==> src/rtl/sc_rx_pkg.sv <==
package sc_rx_pkg;
  localparam int unsigned CHAR_W = 8;
  typedef logic [CHAR_W-1:0] char_t;

  typedef enum logic {
    PROTO_T0 = 1'b0,
    PROTO_T1 = 1'b1
  } proto_e;
endpackage

==> src/rtl/sc_rx_mem.sv <==
module sc_rx_mem #(
  parameter int DW = 8,
  parameter int AW = 3
) (
  input  logic          clk,
  input  logic          we,
  input  logic [AW-1:0] waddr,
  input  logic [DW-1:0] wdata,
  input  logic          re,
  input  logic [AW-1:0] raddr,
  output logic [DW-1:0] rdata
);
  localparam int DEPTH = 1 << AW;

  logic [DW-1:0] store [DEPTH];

  always_ff @(posedge clk) begin
    if (we) store[waddr] <= wdata;
  end

  always_ff @(posedge clk) begin
    if (re) rdata <= store[raddr];
  end
endmodule

==> src/rtl/sc_rx_ctrl.sv <==
module sc_rx_ctrl #(
  parameter int AW = 3,
  parameter int LW = 3
) (
  input  logic          clk,
  input  logic          rst,
  input  logic          push,
  input  logic          pop_req,
  input  logic [LW-1:0] len_sel,
  output logic          wr_en,
  output logic [AW-1:0] waddr,
  output logic          rd_go,
  output logic [AW-1:0] raddr,
  output logic          ovr_evt,
  output logic          full_q,
  output logic          ne_q
);
  localparam int CW    = AW + 1;
  localparam int DEPTH = 1 << AW;

  logic [AW-1:0] wptr, rptr;
  logic [CW-1:0] cnt, cnt_nxt, depth;

  assign wr_en   = push && !full_q;
  assign ovr_evt = push && full_q;
  assign rd_go   = pop_req && ne_q;
  assign waddr   = wptr;
  assign raddr   = rptr;
  assign depth   = CW'(len_sel) + CW'(1);

  always_comb begin
    cnt_nxt = cnt;
    if (wr_en) cnt_nxt = cnt_nxt + CW'(1);
    if (rd_go) cnt_nxt = cnt_nxt - CW'(1);
  end

  always_ff @(posedge clk) begin
    if (rst) begin
      wptr   <= '0;
      rptr   <= '0;
      cnt    <= '0;
      full_q <= 1'b0;
      ne_q   <= 1'b0;
    end else begin
      if (wr_en) wptr <= wptr + AW'(1);
      if (rd_go) rptr <= rptr + AW'(1);
      cnt    <= cnt_nxt;
      full_q <= (cnt_nxt >= depth);
      ne_q   <= (cnt_nxt != '0);
    end
  end


  cnt_bound_chk: assert property (@(posedge clk) disable iff (rst)
    cnt <= CW'(DEPTH));


  store_grow_chk: assert property (@(posedge clk) disable iff (rst)
    (wr_en && !rd_go) |=> (cnt == $past(cnt) + CW'(1)));


  full_hold_chk: assert property (@(posedge clk) disable iff (rst)
    (ovr_evt && !pop_req) |=> $stable(wptr));
endmodule

==> src/rtl/sc_rx_perr.sv <==
module sc_rx_perr #(
  parameter int TW = 3
) (
  input  logic          clk,
  input  logic          rst,
  input  logic          proto_t1,
  input  logic          rx_valid,
  input  logic          rx_perr,
  input  logic          tx_nak,
  input  logic [TW-1:0] thresh,
  input  logic          clr,
  output logic          pe_q
);
  localparam int EW = TW + 1;

  logic          proto_q;
  logic [EW-1:0] err_cnt, target;
  logic          mode_chg, cnt_en, hit, nak_hit;

  assign mode_chg = (proto_t1 != proto_q);
  assign target   = (thresh == '0) ? EW'(1 << TW) : EW'(thresh);
  assign cnt_en   = !proto_t1 && rx_valid && rx_perr && (err_cnt < target);
  assign hit      = cnt_en && ((err_cnt + EW'(1)) == target);
  assign nak_hit  = !proto_t1 && tx_nak;

  always_ff @(posedge clk) begin
    if (rst) begin
      proto_q <= 1'b0;
      err_cnt <= '0;
      pe_q    <= 1'b0;
    end else begin
      proto_q <= proto_t1;
      if (clr || mode_chg) err_cnt <= '0;
      else if (cnt_en)     err_cnt <= err_cnt + EW'(1);
      if (hit || nak_hit) pe_q <= 1'b1;
      else if (clr)       pe_q <= 1'b0;
    end
  end


  t1_idle_chk: assert property (@(posedge clk) disable iff (rst)
    (proto_t1 && proto_q) |=> (err_cnt == $past(err_cnt) || err_cnt == '0));


  nak_flag_chk: assert property (@(posedge clk) disable iff (rst)
    (tx_nak && !proto_t1) |=> pe_q);


  pe_sticky_chk: assert property (@(posedge clk) disable iff (rst)
    (pe_q && !clr) |=> pe_q);
endmodule

==> src/rtl/sc_rx_fifo.sv <==
module sc_rx_fifo #(
  parameter int AW = 3,
  parameter int LW = 3,
  parameter int TW = 3
) (
  input  logic                     clk,
  input  logic                     rst,
  input  logic                     rx_valid,
  input  sc_rx_pkg::char_t         rx_data,
  input  logic                     rx_perr,
  input  logic                     tx_nak,
  input  logic                     proto_t1,
  input  logic [TW-1:0]            pe_thresh,
  input  logic [LW-1:0]            len_sel,
  input  logic                     rd_en,
  input  logic                     stat_clr,
  output sc_rx_pkg::char_t         rd_data,
  output logic                     pe_flag,
  output logic                     ovr_flag,
  output logic                     full,
  output logic                     not_empty
);
  import sc_rx_pkg::*;

  logic          push, wr_en, rd_go, ovr_evt;
  logic [AW-1:0] waddr, raddr;

  // character mode drops a bad-parity character so the card can repeat it
  assign push = rx_valid && !(rx_perr && (proto_e'(proto_t1) == PROTO_T0));

  sc_rx_ctrl #(.AW(AW), .LW(LW)) u_ctrl (
    .clk     (clk),
    .rst     (rst),
    .push    (push),
    .pop_req (rd_en),
    .len_sel (len_sel),
    .wr_en   (wr_en),
    .waddr   (waddr),
    .rd_go   (rd_go),
    .raddr   (raddr),
    .ovr_evt (ovr_evt),
    .full_q  (full),
    .ne_q    (not_empty)
  );

  sc_rx_mem #(.DW(CHAR_W), .AW(AW)) u_mem (
    .clk   (clk),
    .we    (wr_en),
    .waddr (waddr),
    .wdata (rx_data),
    .re    (rd_go),
    .raddr (raddr),
    .rdata (rd_data)
  );

  sc_rx_perr #(.TW(TW)) u_perr (
    .clk      (clk),
    .rst      (rst),
    .proto_t1 (proto_t1),
    .rx_valid (rx_valid),
    .rx_perr  (rx_perr),
    .tx_nak   (tx_nak),
    .thresh   (pe_thresh),
    .clr      (stat_clr),
    .pe_q     (pe_flag)
  );

  always_ff @(posedge clk) begin
    if (rst)          ovr_flag <= 1'b0;
    else if (ovr_evt) ovr_flag <= 1'b1;
    else if (stat_clr) ovr_flag <= 1'b0;
  end


  ovr_set_chk: assert property (@(posedge clk) disable iff (rst)
    (rx_valid && full && !rx_perr) |=> ovr_flag);


  ovr_sticky_chk: assert property (@(posedge clk) disable iff (rst)
    (ovr_flag && !stat_clr) |=> ovr_flag);


  t0_drop_chk: assert property (@(posedge clk) disable iff (rst)
    (rx_valid && rx_perr && !proto_t1 && !rd_en) |=> $stable(not_empty));
endmodule

==> config.mk <==
export PLATFORM = sky130hd
export DESIGN_NAME = sc_rx_fifo
export DESIGN_NICKNAME = d
export VERILOG_FILES = /design/src/rtl/sc_rx_pkg.sv /design/src/rtl/sc_rx_mem.sv /design/src/rtl/sc_rx_ctrl.sv /design/src/rtl/sc_rx_perr.sv /design/src/rtl/sc_rx_fifo.sv
export SDC_FILE = /design/constraint.sdc
export NUM_CORES = 1
export LEC_CHECK = 0
export BUFFER_PORTS_ARGS = -buffer_cell sky130_fd_sc_hd__buf_2
export CORE_MARGIN = 5
export CORE_UTILIZATION = 59
export DETAILED_ROUTE_END_ITERATION = 10
export PLACE_DENSITY = 0.79
export SYNTH_ARGS = -nofsm -noshare
export SYNTH_HDL_FRONTEND = slang
export SYNTH_SLANG_ARGS = --single-unit
==> constraint.sdc <==
create_clock -name clk -period 2.5 [get_ports clk]
set_input_delay 0.125 -clock clk [delete_from_list [all_inputs] [get_ports clk]]
set_output_delay 0.125 -clock clk [all_outputs]
set_load 0.01 [all_outputs]
# Yosys cells after proc, flatten, opt, wreduce, memory -nomap -nowiden
# Memories as Yosys holds them, arrays and structs flattened. A register that Yosys moved wholly into a read port is not among the register bits.
# Index checks and enable logic that the tools add are counted.
# totals
input_bits	22
output_inout_bits	12
elab_cells	49
regBits	19
n_memories	1
ram_bits	64
# memory_table
name	words	width	read_ports	rd_clocked_by_memory_dff	write_ports	line	rtl
u_mem.store	8	8	1	1	1	sc_rx_mem.sv:15	logic [DW-1:0] store [DEPTH];
# op_classes
magnitude_cmp	2
n_mux	8
addsub	6
n_eq_ne	2
bitwise_logic	1
reduce_logical	20
# ops
cell	count
$mux 4	3
$logic_and 1x1->1	10
$add 4x1->4 const B	2
$add 3x1->3 const B	2
$mux 1	5
$add 3x1->4 const B	1
$eq 4x4->1	1
$ge 4x4->1	1
$lt 4x4->1	1
$reduce_bool 2->1	2
$reduce_bool 4->1	1
$sub 4x1->4 const B	1
$logic_not 1->1	3
$logic_not 3->1	1
$logic_or 1x1->1	2
$reduce_or 2->1	1
$ne 1x1->1	1
$not 1->1	1

# Depth between registers and ports, before layout
# Gate-level depths: netlist of the first run.
# depth
ltp_word	9
depth_mapped	13
ltp_nobuf	12

# Cells and area by module
# From an unflattened synthesis of the first run, not the netlist that was laid out.
# hier_totals
hier_cells	248
area_unflattened_um2	3958.8
# modules_own_cells
module	cells_per_inst	instances	seq_area_each_um2	area_per_inst_um2
sc_rx_mem	114	1	2162.1	2771.4
sc_rx_ctrl	77	1	240.2	706.9
sc_rx_perr	51	1	120.1	430.4
sc_rx_fifo	6	1	20.0	50.0

# Worst setup path after synthesis of the first run
# No wires, ideal clock.
# synth_timing
path_type	flip-flop to flip-flop
start	register u_ctrl.full_q
end	register u_ctrl.full_q
synth_period_minus_slack_ns	2.397
n_path_buf	1
t_required_ns	2.372
setup_slack_ns	0.103
setup_ns	0.128
arrival_time_ns	2.270
stages_incl_launch_ff	12
path_cell_list	dfxtp_1 -> and3b_1 -> buf_6 -> xnor2_1 -> ha_1 -> nand2_1 -> a21boi_0 -> ha_1 -> a21o_1 -> a21o_1 -> a21oi_1 -> nor2_1
# synth_between
elab_chain_len	6
# synth_rtl
element	line	rtl
from (decl)	sc_rx_ctrl.sv:15	output logic full_q,
from (signal assigned)	sc_rx_ctrl.sv:48	full_q <= (cnt_nxt >= depth);
$logic_not 1->1 *	sc_rx_ctrl.sv:24	assign wr_en = push && !full_q;
$logic_and 1x1->1 *	sc_rx_ctrl.sv:24	
$mux 4 *	sc_rx_ctrl.sv:33	if (wr_en) cnt_nxt = cnt_nxt + CW'(1);
$sub 4x1->4	sc_rx_ctrl.sv:34	if (rd_go) cnt_nxt = cnt_nxt - CW'(1);
$mux 4 *	sc_rx_ctrl.sv:34	
named net u_ctrl.cnt_nxt[1]	sc_rx_ctrl.sv:22	logic [CW-1:0] cnt, cnt_nxt, depth;
$ge 4x4->1 *	sc_rx_ctrl.sv:48	
# The timed path passes the listed nets; every way through them passes the cells marked *.
# A chain may end at the register's enable or synchronous reset.

# Worst setup path in the final report of the first run
# Ends and elaborated chain as after synthesis.

==> flow_metrics.py, run 1 <==
metrics = {
    "run_status": {
        "status": "completed",
    },
    "setup_path": {
        "critical_path_peak_fanout": 4,
        "cp.arrival_ps": 2500,
        "worst_ep_required_time_ps": 2730,
        "rrSetupSlack_ps": 230,
        "cp.buffers_inverters": 0,
        "start_kind": "flip-flop",
        "crit_family": "compound AO/OA/AOI/OAI gates",
        "slowest_stage": "dfxtp_1",
        "path_class": "flip-flop to flip-flop",
        "max_stage_delay_ps": 330,
        "endpoint_kind": "flip-flop",
        "path_cells": "and3b_2 > mux2i_4 > ha_1 > nand2_1 > a21boi_1 > ha_1 > a21o_1 > a21o_1 > a21oi_1 > nor2_1",
    },
    "pwr": {
        "p_int_uw": 2670,
        "clockPowerShare_pct": 26.9,
        "fin_total_pwr_uw": 3660,
        "switching_share_pct": 26.9,
        "irDropWorstVdd_mv": 0.616,
        "p_sw_uw": 985,
        "power_density_nw_per_um2": 825,
        "p_seq_share_pct": 49.8,
        "combPwrFrac_pct": 23.3,
        "leakagePower_uw": 0.00161,
    },
    "cells_and_area": {
        "areaGrowthSynthToFinish_pct": 14.9,
        "drive_gt1_share_pct": 32.8,
        "fin_nets": 333,
        "fillers": 427,
        "antenna_cells": 0,
    },
    "detailed_routing": {
        "wl_met1_mm": 2.91,
        "drtIter0Drc": 143,
        "dr_wl_met3_um": 296,
        "drtPass1Iterations": 4,
        "wl_mm": 6.77,
        "drc_errors": 0,
        "via_per_inst": 5.63,
        "wire_per_inst_um": 17.9,
        "ant_nets": 0,
        "top_layer_used": "met4",
        "vias": 2134,
        "met2_length_mm": 3.46,
    },
    "yosys": {
        "synth_commonest_cells": "edfxtp_1, dfxtp_1, nor2_1, mux4_2",
        "ys_seq_elements": 91,
        "avgSynthCellArea_um2": 16.0,
        "synth_area_leaders": "edfxtp_1, dfxtp_1, mux4_2, ha_1, xnor2_1",
        "synth_ff_type": "edfxtp_1",
        "syn_area_um2": 3860,
        "async_reset_ff_share_pct": 0,
        "yosysTopAreaCell": "edfxtp_1",
        "syn_inst": 242,
        "yosys.cell_types.count": 41,
        "synth_edf_count": 72,
        "ys_seq_area_share_pct": 65.8,
        "syn_nets": 278,
        "yosysWarnings": 0,
        "netlist.area_leader.share_pct": 56.0,
        "synth.most_common_cell": "edfxtp_1",
    },
    "global_route": {
        "grt.total_usage_pct": 17.8,
        "grt_max_degree": 18,
        "gr-total-overflow": 0,
        "grt_pass1_wl_mm": 11.4,
        "first_global_vias": 2283,
        "antenna_found_initial": 0,
    },
    "timing": {
        "fin_crit_ps": 2270,
        "tightestPinTransition_ps": 546,
        "finalMaxSlewViolations": 0,
        "max_freq_mhz": 440,
        "holdWs_ps": 39.1,
        "finalSetupViolCount": 0,
        "slew_headroom_pct": 63.5,
        "finalSetupTns_ps": 0,
        "worst_slack_ps": 229,
        "skew_ps": 13.1,
        "final_hold_viol_count": 0,
        "finalCritPeriodShare_pct": 90.8,
    },
    "floorplanning": {
        "core.rowCount": 29,
        "pin_count": 34,
        "core_um2": 6350,
        "die-area_um2": 8260,
        "die_h_um": 90.9,
        "initial_utilization_pct": 60.8,
        "die_w_um": 90.9,
    },
    "clocking": {
        "clk_latency_ps": 350,
        "cts_tree": "built",
        "cts_buffers": 9,
        "cts_htree_levels": 3,
        "cts.clk_slew.worst_paths_ps": 90,
        "clock-sinks": 91,
        "cts-root-buf": "clkbuf_8",
        "hold_buffers": 0,
        "cts_buffer_depth": 2,
    },
    "placement": {
        "dp_hpwl_mm": 4.74,
        "gp_congestion": 0.806,
        "pre_cts_ws_ps": 88.0,
        "portBuffers": 33,
    },
    "run": {
        "maxCapViolCount": 0,
    },
    "min_path": {
        "hold_path.class": "input pin to flip-flop",
    },
}
## power groups by stage
| stage | clock, uW | combinational, uW | sequential [uW] |
|---|---|---|---|
| after floorplan | 0 | 571 | 1880 |
| after global placement | 0 | 826 | 1850 |
| after detailed placement | 0 | 855 | 1860 |
| after CTS | 1000 | 857 | 1820 |
| after global routing | 1080 | 966 | 1840 |
| final | 985 | 854 | 1820 |
## path summary, 6_finish.rpt
path,from,endpoint,cells after the start
hold / removal,rx_data[2],u_mem.store[0][2]$_DFFE_PP_,1
setup reg to reg,u_ctrl.full_q$_SDFF_PP0_,u_ctrl.full_q$_SDFF_PP0_,10
setup / recovery,u_ctrl.full_q$_SDFF_PP0_,u_ctrl.full_q$_SDFF_PP0_,10
hold reg to reg,ovr_flag$_SDFFE_PP0P_,ovr_flag$_SDFFE_PP0P_,2
## metal layers
layer  GRT usage, %  vias to the layer above
li1               -                     1016
met1           23.2                     1055
met2           30.3                       53
met3           2.92                       10
met4           6.23                        0
met5              0                        -
## registers in the layout (all words and copies together) (netlist names), 3 cells and up
| signal | flops |
|---|---|
| u_ctrl.cnt | 4 |
| u_ctrl.raddr | 3 |
| u_ctrl.waddr | 3 |
| u_mem.rdata | 8 |
| u_mem.store | 64 |
| u_perr.err_cnt | 4 |
## placed cells by master (no fill, tap or decap), drive strengths merged, types with 4 or more instances in the layout
cell    count
dfxtp      19
buf        53
ha         14
nand3       6
clkbuf     10
edfxtp     72
nor3        5
xnor2      11
a21oi       4
nor2       17
xor2        9
mux4       16
nand2b      4
mux2        8
inv        11
nand2      14
## cells by family after synthesis
family                     Yosys count  synth area share, %
adders and majority gates           14                 4.54
DFF                                 91                 65.8
muxes                               25                 12.2
buffers and inverters               19                 2.11
and+or+nand+nor                     58                 7.97
xor gates and xnor gates            20                 4.54
AOI/OAI and AO/OA                   15                 2.79
## final cells by class
type	instances	area (um^2)	share of cell area (%)
multi-input cells	132	1250	28.1
inverters	10	37.5	0.846
flip-flops and latches	91	2540	57.3
clock buffers	10	128	2.88
repair buffers	53	315	7.10
clock inverters	6	71.3	1.61
well taps	77	96.3	2.17
## worst reg2reg max path, delay by kind of cell (launching register included)
kind                     cells  cell delay, ps
AO/OA/AOI/OAI                4             650
adder cells (fa/ha/maj)      2             500
flip-flops                   1             330
AND/OR/NAND/NOR              3             420
multiplexers                 1             250
## per-stage QoR
step	util (%)	std cells	cell area [um^2]
final	69.9	379	4440
after global routing	69.9	379	4440
after CTS	69.8	379	4430
after detailed placement	66.6	363	4230
after global placement	66.6	363	4230
after floorplan	-	242	3860
## repair_timing
| item | CTS | global route |
|---|---|---|
| setup buffers | 0 | 0 |
| endpoints found under the setup margin | 0 | 1 |
| gates resized for setup | 0 | 3 |
Note: power is estimated with default switching activity, not from simulation.
==> run 2: changes to the inputs <==
- ABC_AREA: default -> 1
- CORE_MARGIN: 5 -> 3
==> flow_metrics.py, run 2 <==
metrics = {
    "yosys": {
        "syn_nets": 427,
        "synth_ff_type": "edfxtp_1",
        "synth_edf_count": 72,
        "ys_seq_area_share_pct": 62.4,
        "synth_commonest_cells": "edfxtp_1, nor2_1, nand2_1, inv_1, dfxtp_1",
        "syn_area_um2": 4080,
        "yosysTopAreaCell": "edfxtp_1",
        "yosysWarnings": 0,
        "syn_inst": 391,
        "synth_xor_area_share_pct": 0.860,
        "synth-compound-area-share_pct": 9.03,
        "synth_mux_area_share_pct": 0,
        "async_reset_ff_share_pct": 0,
        "synth.most_common_cell": "edfxtp_1",
        "synth_area_leaders": "edfxtp_1, dfxtp_1, nor2_1, nand2_1, ha_1",
        "yosys.cell_types.count": 33,
        "netlist.area_leader.share_pct": 53.1,
        "synth-adder-area-share_pct": 4.30,
        "synth_top_family_by_area": "simple AND/OR/NAND/NOR gates",
        "avgSynthCellArea_um2": 10.4,
        "synthSimpleGateAreaFrac_pct": 18.1,
        "ys_seq_elements": 91,
    },
    "timing": {
        "skew_ps": 13.7,
        "fin_crit_ps": 2350,
        "slew_headroom_pct": 59.9,
        "finalMaxSlewViolations": 0,
        "tightestPinTransition_ps": 601,
        "finalSetupViolCount": 0,
        "final_hold_viol_count": 0,
        "rsz0062_at_grt": "false",
        "finalCritPeriodShare_pct": 94.1,
        "max_freq_mhz": 425,
    },
    "setup_path": {
        "cp.buffers_inverters": 2,
        "path_class": "flip-flop to flip-flop",
        "crit_family": "adder cells",
        "cp-startpoint": "u_ctrl.cnt[0]$_SDFF_PP0_",
        "r2r_start": "u_ctrl.cnt[0]$_SDFF_PP0_",
        "start_kind": "flip-flop",
        "r2r_cells": 13,
        "cp_common_cell": "ha_1",
        "cp.arrival_ps": 2620,
        "endpoint_kind": "flip-flop",
        "critical_path_peak_fanout": 5,
        "reg2reg_to": "u_ctrl.full_q$_SDFF_PP0_",
        "worst_ep_required_time_ps": 2770,
        "crit_end": "u_ctrl.full_q$_SDFF_PP0_",
        "slowest_stage": "dfxtp_4",
        "path_cells": "ha_1 > nand4_1 > nand2_2 > inv_1 > ha_1 > or2_4 > nand2_2 > ha_1 > a21boi_0 > o21ai_1 > a21boi_0 > o21ai_1 > inv_1",
        "crit_cells": 13,
        "rrSetupSlack_ps": 150,
        "max_stage_delay_ps": 370,
    },
    "global_route": {
        "gr-total-overflow": 0,
        "first_global_vias": 2573,
        "grt_pass1_wl_mm": 12.0,
        "antenna_found_initial": 0,
        "grt_max_degree": 25,
        "grt.total_usage_pct": 20.8,
    },
    "placement": {
        "gp_congestion": 0.795,
        "dp_hpwl_mm": 5.09,
        "portBuffers": 33,
    },
    "clocking": {
        "cts_htree_levels": 3,
        "cts_tree": "built",
        "clk_latency_ps": 370,
        "cts-root-buf": "clkbuf_8",
        "postCtsSetupRepairBufs": 0,
        "cts.clk_slew.worst_paths_ps": 90,
        "clock-sinks": 91,
        "cts_buffers": 9,
        "cts_buffer_depth": 2,
        "hold_buffers": 0,
    },
    "cells_and_area": {
        "drive_gt1_share_pct": 19.0,
        "layout_common_cells": "edfxtp_1, nor2_1, nand2_1",
        "regMostFlops": "u_mem.store",
        "fin_nets": 472,
        "layout_commonest_cell": "edfxtp_1",
        "final_core_util_pct": 70.3,
        "top_regs": "u_mem.store x64, u_mem.rdata x8",
        "antenna_cells": 0,
        "areaGrowthSynthToFinish_pct": 12.6,
        "largest_reg_flops": 64,
    },
    "pwr": {
        "irDropWorstVdd_mv": 0.548,
        "fin_total_pwr_uw": 3820,
        "power_density_nw_per_um2": 831,
        "leakagePower_uw": 0.00185,
    },
    "floorplanning": {
        "die_h_um": 89.1,
        "pin_count": 34,
        "core_um2": 6530,
        "die_w_um": 89.1,
        "core.rowCount": 29,
        "die-area_um2": 7940,
        "initial_utilization_pct": 62.4,
    },
    "detailed_routing": {
        "wire_per_inst_um": 14.6,
        "via_per_inst": 5.44,
        "drc_errors": 0,
        "vias": 2816,
        "ant_nets": 0,
        "drtIter0Drc": 125,
        "drtPass1Iterations": 4,
        "wl_mm": 7.58,
    },
    "run": {
        "maxCapViolCount": 0,
    },
    "min_path": {
        "hold_path.class": "input pin to flip-flop",
    },
    "run_status": {
        "status": "completed",
    },
}
-- run 2: cell types whose count changed after synthesis, sizes merged, moves of 10 or more --
| cell | delta |
|---|---|
| nand2 | +61 |
| nor2 | +53 |
| inv | +28 |
| o21ai | +20 |
| mux4 | -16 |
| o32ai | +15 |
| nand3 | +13 |
| a21oi | +10 |
-- run 2: worst min path at each step --
stage	slack, ps	depth (start not counted)	from	to
6_report	20	1	rx_data[4]	u_mem.store[7][4]$_DFFE_PP_
5_1_grt	20	1	rx_data[4]	u_mem.store[4][4]$_DFFE_PP_
4_1_cts	10	1	rx_data[7]	u_mem.store[7][7]$_DFFE_PP_
3_5_place_dp	390	1	rx_data[7]	u_mem.store[7][7]$_DFFE_PP_
3_3_place_gp	390	1	rx_data[6]	u_mem.store[4][6]$_DFFE_PP_
2_1_floorplan	220	0	rx_data[0]	u_mem.store[0][0]$_DFFE_PP_
-- run 2: what timing repair did --
item,in CTS,in global routing
cloned,0,0
pin swaps,0,2
setup endpoints to repair,1,1
gates resized for setup,1,5
-- run 2: layout make-up --
cell class | count | area [um^2]
fillers | 479 | 1940
multi-input cells | 247 | 1320
inverters | 39 | 146
repair buffers | 48 | 278
clock inverters | 6 | 73.8
flip-flops and latches | 91 | 2550
well taps | 77 | 96.3
clock buffers | 10 | 128
-- run 2: through the flow --
stage / instance area (um^2) / hold slack [ps] / setup TNS [ps] / cells / setup slack [ps]
6_report: 4590 / 19.0 / 0 / 518 / 148
5_1_grt: 4590 / 22.7 / 0 / 518 / 52.6
4_1_cts: 4580 / 9.84 / 0 / 518 / 0.0897
3_5_place_dp: 4380 / 394 / -8.62 / 502 / -8.62
3_3_place_gp: 4380 / 392 / 0 / 502 / 97.6
2_1_floorplan: 4080 / 224 / 0 / 391 / 186
-- run 2: cells by family after synthesis --
logic type,count (synthesis)
xor+xnor,4
buf+inv,53
compound gates,57
fa+ha+maj,14
flops,91
simple gates,172
-- run 2: power breakdown --
group	total (uW)	switching, uW	internal (uW)
registers	1880	93.2	1780
logic	933	570	363
clock network	1000	530	474
-- run 2: per-layer routing --
metal | share of wire (%) | global-route usage (%)
met1 | 43 | 25.8
met2 | 50 | 34.8
met3 | 5.6 | 4.52
met4 | 1.9 | 9.61
met5 | 0 | 0
==> run 3: changes to the inputs <==
- CORE_MARGIN: 3 -> 5
- CORE_UTILIZATION: 59 -> 45
- PLACE_DENSITY: 0.79 -> default
==> flow_metrics.py, run 3 (same netlist as run 2, synthesis figures left out) <==
metrics = {
    "timing": {
        "max_freq_mhz": 434,
        "finalCritPeriodShare_pct": 92.1,
        "skew_ps": 16.8,
        "finalMaxSlewViolations": 0,
        "worst_slack_ps": 197,
        "finalSetupTns_ps": 0,
        "final_hold_viol_count": 0,
        "rsz0062_at_grt": "false",
        "finalSetupViolCount": 0,
        "fin_crit_ps": 2300,
        "tightestPinTransition_ps": 548,
        "slew_headroom_pct": 63.4,
    },
    "setup_path": {
        "start_kind": "flip-flop",
        "crit_cells": 13,
        "worst_ep_required_time_ps": 2750,
        "slowest_stage": "dfxtp_2",
        "cp.buffers_inverters": 2,
        "critical_path_peak_fanout": 2,
        "crit_family": "adder cells",
        "cp.arrival_ps": 2560,
        "path_cells": "ha_4 > nand4_1 > nand2_2 > inv_1 > ha_1 > or2_4 > nand2_2 > ha_1 > a21boi_0 > o21ai_1 > a21boi_0 > o21ai_1 > inv_1",
        "path_class": "flip-flop to flip-flop",
        "endpoint_kind": "flip-flop",
        "r2r_cells": 13,
        "max_stage_delay_ps": 350,
    },
    "detailed_routing": {
        "vias": 2829,
        "drtPass1Iterations": 4,
        "drtIter0Drc": 144,
        "drc_errors": 0,
        "wire_per_inst_um": 14.7,
        "via_per_inst": 5.09,
        "wl_mm": 8.19,
        "ant_nets": 0,
    },
    "global_route": {
        "first_global_vias": 2790,
        "grt_pass1_wl_mm": 13.6,
        "grt.total_usage_pct": 15.7,
        "antenna_found_initial": 0,
        "grt_max_degree": 34,
        "gr-total-overflow": 0,
    },
    "cells_and_area": {
        "drive_gt1_share_pct": 21.0,
        "areaGrowthSynthToFinish_pct": 15.9,
        "fillers": 770,
        "largest_reg_flops": 64,
        "fin_nets": 479,
        "regMostFlops": "u_mem.store",
        "layout_common_cells": "edfxtp_1, nor2_1, nand2_1",
        "final_core_util_pct": 53.9,
        "antenna_cells": 0,
        "layout_commonest_cell": "edfxtp_1",
        "top_regs": "u_mem.store x64, u_mem.rdata x8",
    },
    "run_status": {
        "status": "completed",
    },
    "pwr": {
        "power_density_nw_per_um2": 835,
        "irDropWorstVdd_mv": 0.391,
        "leakagePower_uw": 0.00190,
        "fin_total_pwr_uw": 3940,
    },
    "clocking": {
        "clk_latency_ps": 350,
        "cts_buffers": 9,
        "clock-sinks": 91,
        "cts_htree_levels": 3,
        "postCtsSetupRepairBufs": 0,
        "cts-root-buf": "clkbuf_8",
        "cts_buffer_depth": 2,
        "cts_tree": "built",
        "cts.clk_slew.worst_paths_ps": 100,
    },
    "placement": {
        "gp_congestion": 0.813,
        "portBuffers": 33,
        "pre_cts_ws_ps": 82.3,
        "dp_hpwl_mm": 5.45,
    },
    "min_path": {
        "hold_path.class": "input pin to flip-flop",
        "min_path_cells": 1,
    },
    "floorplanning": {
        "pin_count": 34,
        "initial_utilization_pct": 46.5,
        "die_h_um": 105,
        "die-area_um2": 11100,
        "core.rowCount": 34,
        "die_w_um": 105,
        "core_um2": 8760,
    },
    "run": {
        "maxCapViolCount": 0,
    },
}
==> run 3: cell types whose count changed in the layout (fill, tap and decap cells not counted), sizes merged <==
cell,delta
clkinvlp,-1
buf,+7
inv,-2
clkinv,+2
bufinv,+1
==> run 3: per-layer routing <==
metal,vias to the layer above,global-route usage (%),wire (um)
li1,1440,-,-
met1,1328,19.7,3700
met2,53,25.7,4030
met3,8,4.62,340
met4,0,5.57,122
met5,-,0,0
==> run 3: worst register-to-register path: stages (launching register included) <==
cell and delay (ps):
dfxtp_2 350, ha_4 270, nand4_1 110, nand2_2 100, inv_1 40, ha_1 280
or2_4 250, nand2_2 80, ha_1 220, a21boi_0 130, o21ai_1 120, a21boi_0 90
o21ai_1 130, inv_1 40
==> run 3: metrics by stage <==
stage,cells,hold slack (ps),cell area [um^2]
after floorplan,391,224,4080
final,556,39.1,4720
after global placement,540,397,4470
after detailed placement,540,402,4470
after global routing,556,29.6,4720
after CTS,556,21.4,4700
==> run 3: final timing paths <==
path | from | to | slack, ps
setup / recovery | u_ctrl.cnt[0]$_SDFF_PP0_ | u_ctrl.full_q$_SDFF_PP0_ | 200
hold / removal | rx_data[5] | u_mem.store[6][5]$_DFFE_PP_ | 40
setup reg to reg | u_ctrl.cnt[0]$_SDFF_PP0_ | u_ctrl.full_q$_SDFF_PP0_ | 200
hold reg to reg | ovr_flag$_SDFFE_PP0P_ | ovr_flag$_SDFFE_PP0P_ | 470
==> run 3: area by class of cell <==
cell class              instances  area, um^2  area share (%)
repair buffers                 55         330            7.00
inverters                      39         146            3.10
well taps                     108         135            2.86
multi-input cells             247        1340            28.3
flip-flops and latches         91        2550            53.9
clock buffers                  10         128            2.70
clock inverters                 6         101            2.15
==> run 3: power by group <==
group | switching (uW) | internal [uW] | total, uW
clock network | 527 | 575 | 1100
registers | 79.3 | 1790 | 1870
logic | 599 | 377 | 976
total | 1200 | 2740 | 3940
==> run 3: timing repair <==
| action | in CTS | in global routing |
|---|---|---|
| gates resized for setup | 0 | 8 |
| setup endpoints to repair | 0 | 1 |
| hold buffers | 0 | 0 |
| endpoints found under the hold margin | 0 | 0 |
